--- src/rtl/ptp_tc_pkg.sv ---
package ptp_tc_pkg;

  localparam int OFS_W = 12;
  localparam logic [OFS_W-1:0] OFS_CTRL    = 12'hF00;
  localparam logic [OFS_W-1:0] OFS_TIME_LO = 12'hF08;
  localparam logic [OFS_W-1:0] OFS_TIME_HI = 12'hF10;
  localparam logic [OFS_W-1:0] OFS_STEP    = 12'hF18;

  typedef enum logic [2:0] {
    RD_HOLD = 3'd0,
    RD_ZERO = 3'd1,
    RD_CTRL = 3'd2,
    RD_STEP = 3'd3,
    RD_HI   = 3'd4,
    RD_LO   = 3'd5
  } rdSel_e;

  typedef struct packed {
    logic   runOn;
    logic   stepWr;
    logic   capHi;
    rdSel_e rdSel;
  } strobe_t;

endpackage

--- src/rtl/ptp_tc_ctrl.sv ---
module ptp_tc_ctrl
  import ptp_tc_pkg::*;
#(
  parameter int ADDR_W   = 12,
  parameter int BOOT_W   = 64,
  parameter int MUL_LSB  = 33,
  parameter int MUL_W    = 6,
  parameter int DFLT_MUL = 16,
  parameter longint BASE_HZ = 50_000_000,
  parameter int RATE_W   = 40
) (
  input  logic              clk,
  input  logic              rstN,
  input  logic              wrEn,
  input  logic              rdEn,
  input  logic [ADDR_W-1:0] addr,
  input  logic              wrBit0,
  input  logic [BOOT_W-1:0] bootWord,
  input  logic              bootValid,
  output strobe_t           stb,
  output logic [RATE_W-1:0] rateHz
);

  localparam int MUL_HI = MUL_LSB + MUL_W;

  logic runQ;
  logic ctrlWr;
  logic [MUL_W-1:0] mulSel;
  logic unusedBoot;

  assign ctrlWr = wrEn && (addr == ADDR_W'(OFS_CTRL));

  always_ff @(posedge clk) begin
    if (!rstN) runQ <= 1'b0;
    else if (ctrlWr) runQ <= wrBit0;
  end

  always_comb begin
    stb.runOn  = runQ;
    stb.stepWr = wrEn && (addr == ADDR_W'(OFS_STEP));
    stb.capHi  = rdEn && (addr == ADDR_W'(OFS_TIME_HI));
    stb.rdSel  = RD_HOLD;
    if (rdEn) begin
      case (addr)
        ADDR_W'(OFS_CTRL):    stb.rdSel = RD_CTRL;
        ADDR_W'(OFS_STEP):    stb.rdSel = RD_STEP;
        ADDR_W'(OFS_TIME_HI): stb.rdSel = RD_HI;
        ADDR_W'(OFS_TIME_LO): stb.rdSel = RD_LO;
        default:              stb.rdSel = RD_ZERO;
      endcase
    end
  end

  // Rate derivation: multiplier field of the boot word, or a fixed fallback.
  assign mulSel = bootValid ? bootWord[MUL_LSB +: MUL_W] : MUL_W'(DFLT_MUL);
  assign rateHz = RATE_W'(BASE_HZ) * RATE_W'(mulSel);

  generate
    if (MUL_HI < BOOT_W) begin : g_upper
      assign unusedBoot = ^{bootWord[BOOT_W-1:MUL_HI], bootWord[MUL_LSB-1:0]};
    end else begin : g_noUpper
      assign unusedBoot = ^bootWord[MUL_LSB-1:0];
    end
  endgenerate

  // The run bit only changes through a write to the control word.
  assert_run_only_by_ctrl_R2 : assert property (@(posedge clk) disable iff (!rstN)
    !ctrlWr |=> $stable(runQ));

  assert_run_tracks_write_R2 : assert property (@(posedge clk) disable iff (!rstN)
    ctrlWr |=> (runQ == $past(wrBit0)));

endmodule

--- src/rtl/ptp_tc_datapath.sv ---
module ptp_tc_datapath
  import ptp_tc_pkg::*;
#(
  parameter int DATA_W = 64,
  parameter int INT_W  = 64,
  parameter int FRAC_W = 32
) (
  input  logic              clk,
  input  logic              rstN,
  input  strobe_t           stb,
  input  logic [DATA_W-1:0] wrData,
  output logic [DATA_W-1:0] rdData
);

  localparam int ACC_W = INT_W + FRAC_W;

  logic [DATA_W-1:0] stepQ;
  logic [ACC_W-1:0]  accQ;
  logic [FRAC_W-1:0] capFracQ;

  always_ff @(posedge clk) begin
    if (!rstN) stepQ <= '0;
    else if (stb.stepWr) stepQ <= wrData;
  end

  always_ff @(posedge clk) begin
    if (!rstN) accQ <= '0;
    else if (stb.runOn) accQ <= accQ + ACC_W'(stepQ);
  end

  always_ff @(posedge clk) begin
    if (!rstN) capFracQ <= '0;
    else if (stb.capHi) capFracQ <= accQ[FRAC_W-1:0];
  end

  always_ff @(posedge clk) begin
    if (!rstN) rdData <= '0;
    else begin
      case (stb.rdSel)
        RD_HOLD: rdData <= rdData;
        RD_CTRL: rdData <= DATA_W'(stb.runOn);
        RD_STEP: rdData <= stepQ;
        RD_HI:   rdData <= DATA_W'(accQ[ACC_W-1:FRAC_W]);
        RD_LO:   rdData <= DATA_W'(capFracQ);
        default: rdData <= '0;
      endcase
    end
  end

  assert_frozen_when_off_R5 : assert property (@(posedge clk) disable iff (!rstN)
    !stb.runOn |=> $stable(accQ));

  assert_step_only_by_write_R6 : assert property (@(posedge clk) disable iff (!rstN)
    !stb.stepWr |=> $stable(stepQ));

  assert_capture_only_on_hi_R7 : assert property (@(posedge clk) disable iff (!rstN)
    !stb.capHi |=> $stable(capFracQ));

  assert_unmapped_read_zero_R8 : assert property (@(posedge clk) disable iff (!rstN)
    (stb.rdSel == RD_ZERO) |=> (rdData == '0));

  assert_rd_held_R10 : assert property (@(posedge clk) disable iff (!rstN)
    (stb.rdSel == RD_HOLD) |=> $stable(rdData));

endmodule

--- src/rtl/ptp_time_counter.sv ---
module ptp_time_counter
  import ptp_tc_pkg::*;
#(
  parameter int ADDR_W = 12,
  parameter int DATA_W = 64,
  parameter int FRAC_W = 32,
  parameter int BOOT_W = 64,
  parameter int RATE_W = 40
) (
  input  logic              clk,
  input  logic              rstN,
  input  logic              wrEn,
  input  logic              rdEn,
  input  logic [ADDR_W-1:0] addr,
  input  logic [DATA_W-1:0] wrData,
  output logic [DATA_W-1:0] rdData,
  input  logic [BOOT_W-1:0] bootWord,
  input  logic              bootValid,
  output logic [RATE_W-1:0] rateHz
);

  strobe_t stb;

  ptp_tc_ctrl #(
    .ADDR_W (ADDR_W),
    .BOOT_W (BOOT_W),
    .RATE_W (RATE_W)
  ) uCtrl (
    .clk       (clk),
    .rstN      (rstN),
    .wrEn      (wrEn),
    .rdEn      (rdEn),
    .addr      (addr),
    .wrBit0    (wrData[0]),
    .bootWord  (bootWord),
    .bootValid (bootValid),
    .stb       (stb),
    .rateHz    (rateHz)
  );

  ptp_tc_datapath #(
    .DATA_W (DATA_W),
    .INT_W  (DATA_W),
    .FRAC_W (FRAC_W)
  ) uDp (
    .clk    (clk),
    .rstN   (rstN),
    .stb    (stb),
    .wrData (wrData),
    .rdData (rdData)
  );

endmodule

--- config.mk ---
export PLATFORM = sky130hd
export DESIGN_NAME = ptp_time_counter
export DESIGN_NICKNAME = d
export VERILOG_FILES = /design/src/rtl/ptp_tc_pkg.sv /design/src/rtl/ptp_tc_ctrl.sv /design/src/rtl/ptp_tc_datapath.sv /design/src/rtl/ptp_time_counter.sv
export SDC_FILE = /design/constraint.sdc
export NUM_CORES = 1
export LEC_CHECK = 0
export BUFFER_PORTS_ARGS = -buffer_cell sky130_fd_sc_hd__buf_2
export CORE_MARGIN = 2
export CORE_UTILIZATION = 39
export DETAILED_ROUTE_END_ITERATION = 6
export REMOVE_ABC_BUFFERS = 1
export SKIP_LAST_GASP = 1
export SLEW_MARGIN = 40
export SYNTH_ARGS = -nofsm -noshare
export SYNTH_HDL_FRONTEND = slang
export SYNTH_SLANG_ARGS = --single-unit
--- constraint.sdc ---
create_clock -name clk -period 7.8 [get_ports clk]
set_input_delay 1.95 -clock clk [delete_from_list [all_inputs] [get_ports clk]]
set_output_delay 1.95 -clock clk [all_outputs]
set_load 0.03 [all_outputs]
==> impl_results.rst <==
.. list-table::
   :header-rows: 1

   * - Metric
     - Value
   * - Net count reported at finish
     - 2343
   * - Upper clock frequency limit
     - 0.130 GHz
   * - Yosys warning total
     - 0
   * - Internal power
     - 0.00237 W
   * - Number of antenna cells inserted
     - 0
   * - FF-to-FF setup slack
     - 4.08 ns
   * - Capture point of the critical path
     - rateHz[30]
   * - Wire length reported by the detailed router
     - 47400 um
   * - Synth async-reset ratio
     - 0%
   * - Worst relative slew slack
     - 45.7%
   * - Register area share after synthesis
     - 31.7%
   * - Ys flop type
     - sky130_fd_sc_hd__dfxtp_1
   * - Antenna violations before repair
     - 0
   * - Bufs on Longest Clock Path
     - 3
   * - Run status
     - finished, final reports clean
   * - Seq pwr share
     - 39.1%
   * - Total chip power
     - 0.00335 W
   * - Synthesized instance count
     - 1942
   * - Count of buffers inserted at the top-level ports
     - 175
   * - Number of sinks on the clock net
     - 257
   * - Area overhead of the layout relative to synthesis
     - 16.3%
   * - Critical path data required time
     - 5.85 ns
   * - Max-slew violation total from the final report
     - 0
   * - Final setup violation count
     - 0
   * - Share of the cycle needed by the critical path after routing
     - 98.7%
   * - First element of the critical path
     - bootValid
   * - Switching power
     - 0.000988 W
   * - First-pass GRT wire length
     - 75900 um
   * - Type of the worst min-delay path
     - flop to flop
   * - Post-CTS Hold Fix Bufs
     - 0
   * - Dominant cell by count in the synthesized netlist
     - sky130_fd_sc_hd__nand2_1
   * - Critical path peak fanout
     - 7
   * - Clock transition at the registers of the reported paths
     - 0.06 ns
   * - Die boundary height
     - 208 um
   * - Mapped Area
     - 16200 um2
   * - Register bit total from synthesis
     - 257
   * - Worst R2R Start
     - uDp.accQ[0]
   * - Deepest level of the CTS H-tree
     - 1
   * - Number of primary I/O pins
     - 249
   * - Last weighted congestion value of the routability-driven placer
     - 0.898
   * - Total GRT Usage
     - 21.3%
   * - Arrival time of the worst setup path
     - 5.75 ns
   * - Final standard cell count with taps included and fillers excluded
     - 2629
   * - Cell type contributing the most total cell area after synthesis
     - sky130_fd_sc_hd__dfxtp_1
   * - RSZ-0062 raised after global routing
     - yes
   * - Via count of the first global-routing pass
     - 14042
   * - Pwr dens
     - 178 nW/um2
   * - Startpoint kind of the worst setup timing path
     - input port
   * - FF-to-FF path depth
     - 13
   * - Worst-margin pin slew
     - 0.815 ns
   * - Routed via count
     - 14412
   * - Number of search-and-repair iterations in the first detailed-routing pass
     - 5
   * - Overall overflow remaining after global route
     - 0
   * - Category of the most critical setup path
     - input port to primary output
   * - Minimum period implied by the final worst setup slack
     - 7.70 ns
   * - Number of max-cap violations
     - 0
   * - Static power due to leakage
     - 7.83 nW
   * - Number of buffers created by CTS
     - 29
   * - Reg-to-reg critical path endpoint
     - uDp.accQ[54]
   * - Worst clock skew
     - 0.0149 ns
   * - Synth top cells by count
     - sky130_fd_sc_hd__nand2_1, sky130_fd_sc_hd__dfxtp_1, sky130_fd_sc_hd__a21boi_0
   * - Largest cells by area after synthesis
     - sky130_fd_sc_hd__dfxtp_1, sky130_fd_sc_hd__ha_1, sky130_fd_sc_hd__nand2_1, sky130_fd_sc_hd__a21boi_0, sky130_fd_sc_hd__mux2i_1
   * - Highest ir drop seen on vdd
     - 0.161 mV
   * - Number of design-rule violations left by the first detailed-router iteration
     - 1006
   * - Detail Route Antenna Nets
     - 0
   * - Sw frac
     - 29.5%
   * - Proportion of layout cells with a drive suffix above 1
     - 17.2%
   * - Die width
     - 208 um
   * - Count of different cell masters after synthesis
     - 84
   * - Cell row count
     - 74
   * - Avg Inst Size Synth
     - 8.36 um2
   * - Clock root buffer
     - sky130_fd_sc_hd__clkbuf_16
   * - CTS tree
     - done
   * - Final hold violation count
     - 0
   * - Source-to-sink clock delay at the later pin of the worst-skew pair
     - 0.58 ns
   * - Vias per cell
     - 5.48
   * - Per-cell routed wire length
     - 18.0 um
   * - Dpl hpwl
     - 35000 um
   * - Part of the total power dissipated in the clock network
     - 39.0%
   * - Placed Instances
     - 2569
   * - Area enclosed by the die boundary
     - 43300 um2
   * - EDFF count, synth
     - 0
   * - Combinational fraction of design power
     - 21.9%
   * - Pin count of the biggest net entering global routing
     - 130
   * - Yosys top cell area share
     - 31.7%
   * - Crit end category
     - primary output
   * - Count of unresolved DRC violations after routing
     - 0
   * - Core box area
     - 40900 um2
   * - Initial core utilization
     - 39.6%
==> cell usage in the layout (no fill, tap or decap), types with 10 or more instances in the layout <==
cell	count
sky130_fd_sc_hd__a211oi_1	10
sky130_fd_sc_hd__a21boi_0	124
sky130_fd_sc_hd__a21o_1	50
sky130_fd_sc_hd__a21oi_1	86
sky130_fd_sc_hd__a222oi_1	40
sky130_fd_sc_hd__a22oi_1	24
sky130_fd_sc_hd__and2_1	29
sky130_fd_sc_hd__and3_1	27
sky130_fd_sc_hd__buf_2	169
sky130_fd_sc_hd__buf_4	59
sky130_fd_sc_hd__clkbuf_16	29
sky130_fd_sc_hd__conb_1	15
sky130_fd_sc_hd__dfxtp_1	256
sky130_fd_sc_hd__fa_1	13
sky130_fd_sc_hd__ha_1	94
sky130_fd_sc_hd__inv_1	55
sky130_fd_sc_hd__mux2_2	10
sky130_fd_sc_hd__mux2i_1	62
sky130_fd_sc_hd__nand2_1	312
sky130_fd_sc_hd__nand2b_1	12
sky130_fd_sc_hd__nand3_1	37
sky130_fd_sc_hd__nand4_1	22
sky130_fd_sc_hd__nor2_1	80
sky130_fd_sc_hd__nor2b_1	90
sky130_fd_sc_hd__nor3_1	20
sky130_fd_sc_hd__o211ai_1	16
sky130_fd_sc_hd__o21a_1	15
sky130_fd_sc_hd__o21ai_0	40
sky130_fd_sc_hd__o21bai_1	15
sky130_fd_sc_hd__xnor2_1	52
sky130_fd_sc_hd__xor2_1	36
==> cell type report <==
cell class	count	area, um2
inverter	58	218
timing repair buffer	234	1360
fill	4085	22100
tap	532	666
clock inverter	7	52.6
sequential	257	5150
clock buffer	42	845
multi-input combinational	1499	10600
==> flip-flops by register name, summed over array words and instances, names as in the netlist <==
name          count
uDp.accQ         96
uDp.capFracQ     32
uCtrl.runQ        1
uDp.rdData       64
uDp.stepQ        64
==> metrics by stage <==
| stage | instance area, um2 | util [%] | setup slack [ns] | TNS [ns] | hold slack (ns) |
|---|---|---|---|---|---|
| finish | 18900 | 46.1 | 0.101 | 0 | 0.462 |
| global route | 18900 | 46.1 | -0.0704 | -0.0704 | 0.490 |
| CTS | 18600 | 45.6 | 0.0153 | 0 | 0.466 |
| detailed placement | 17600 | 43.0 | -0.297 | -1.03 | 0.457 |
| global placement | 17600 | 43.0 | -0.275 | -0.813 | 0.449 |
| floorplan | 15700 | - | -0.149 | -0.298 | 0.441 |
==> worst max-delay path: stages <==
cell,delay [ns]
sky130_fd_sc_hd__buf_6,0.11
sky130_fd_sc_hd__and2_4,0.17
sky130_fd_sc_hd__fa_1,0.52
sky130_fd_sc_hd__buf_6,0.16
sky130_fd_sc_hd__fa_1,0.49
sky130_fd_sc_hd__inv_1,0.05
sky130_fd_sc_hd__fa_1,0.49
sky130_fd_sc_hd__inv_1,0.06
sky130_fd_sc_hd__ha_4,0.25
sky130_fd_sc_hd__nand3_1,0.09
sky130_fd_sc_hd__nand2_1,0.08
sky130_fd_sc_hd__a41o_1,0.23
sky130_fd_sc_hd__o41ai_2,0.29
sky130_fd_sc_hd__buf_4,0.18
sky130_fd_sc_hd__o2111ai_2,0.12
sky130_fd_sc_hd__a21oi_2,0.17
sky130_fd_sc_hd__xnor2_1,0.13
sky130_fd_sc_hd__buf_4,0.18
==> timing repair <==
item,in CTS,in global routing
hold endpoints to repair,0,0
resized for setup,21,47
setup endpoints to repair,5,6
pin swaps,12,33
buffers inserted,10,2
==> power groups by stage <==
stage               sequential [W]  clock [W]  combinational (W)
floorplan                  0.00134          0           0.000404
global placement           0.00134          0           0.000630
detailed placement         0.00134          0           0.000637
CTS                        0.00131    0.00134           0.000671
global route               0.00131    0.00139           0.000789
finish                     0.00131    0.00131           0.000734
==> per-layer routing <==
metal | vias to the layer above | track usage [%] | part of all wire (%) | routed length (um)
met5 | - | 0 | 0 | 0
met4 | 0 | 5.21 | 2.4 | 1130
met3 | 80 | 2.23 | 3.6 | 1690
met2 | 319 | 36.0 | 47 | 22100
met1 | 6887 | 29.2 | 47 | 22500
li1 | 7126 | - | - | -
==> how the worst min path moves through the flow <==
| stage | from | slack, ns | to | cells after the start |
|---|---|---|---|---|
| final | uDp.capFracQ[8] | 0.46 | uDp.capFracQ[8] | 2 |
| after CTS | uDp.capFracQ[7] | 0.47 | uDp.capFracQ[7] | 2 |
| after floorplan | uDp.capFracQ[10] | 0.44 | uDp.capFracQ[10] | 2 |
| after global routing | uDp.capFracQ[7] | 0.49 | uDp.capFracQ[7] | 2 |
| after detailed placement | uDp.capFracQ[16] | 0.46 | uDp.rdData[16] | 2 |
| after global placement | uDp.capFracQ[6] | 0.45 | uDp.rdData[6] | 2 |
==> kinds of logic after synthesis <==
family,Yosys count,share of synthesized area (%)
buffers and inverters,200,5.17
and+or+nand+nor,703,21.4
xor gates and xnor gates,90,4.86
AOI/OAI and AO/OA,500,22.4
muxes,72,4.52
other,1,0.0231
adders and majority gates,119,9.92
DFF,257,31.7
Power figures use the tool's default switching activity.
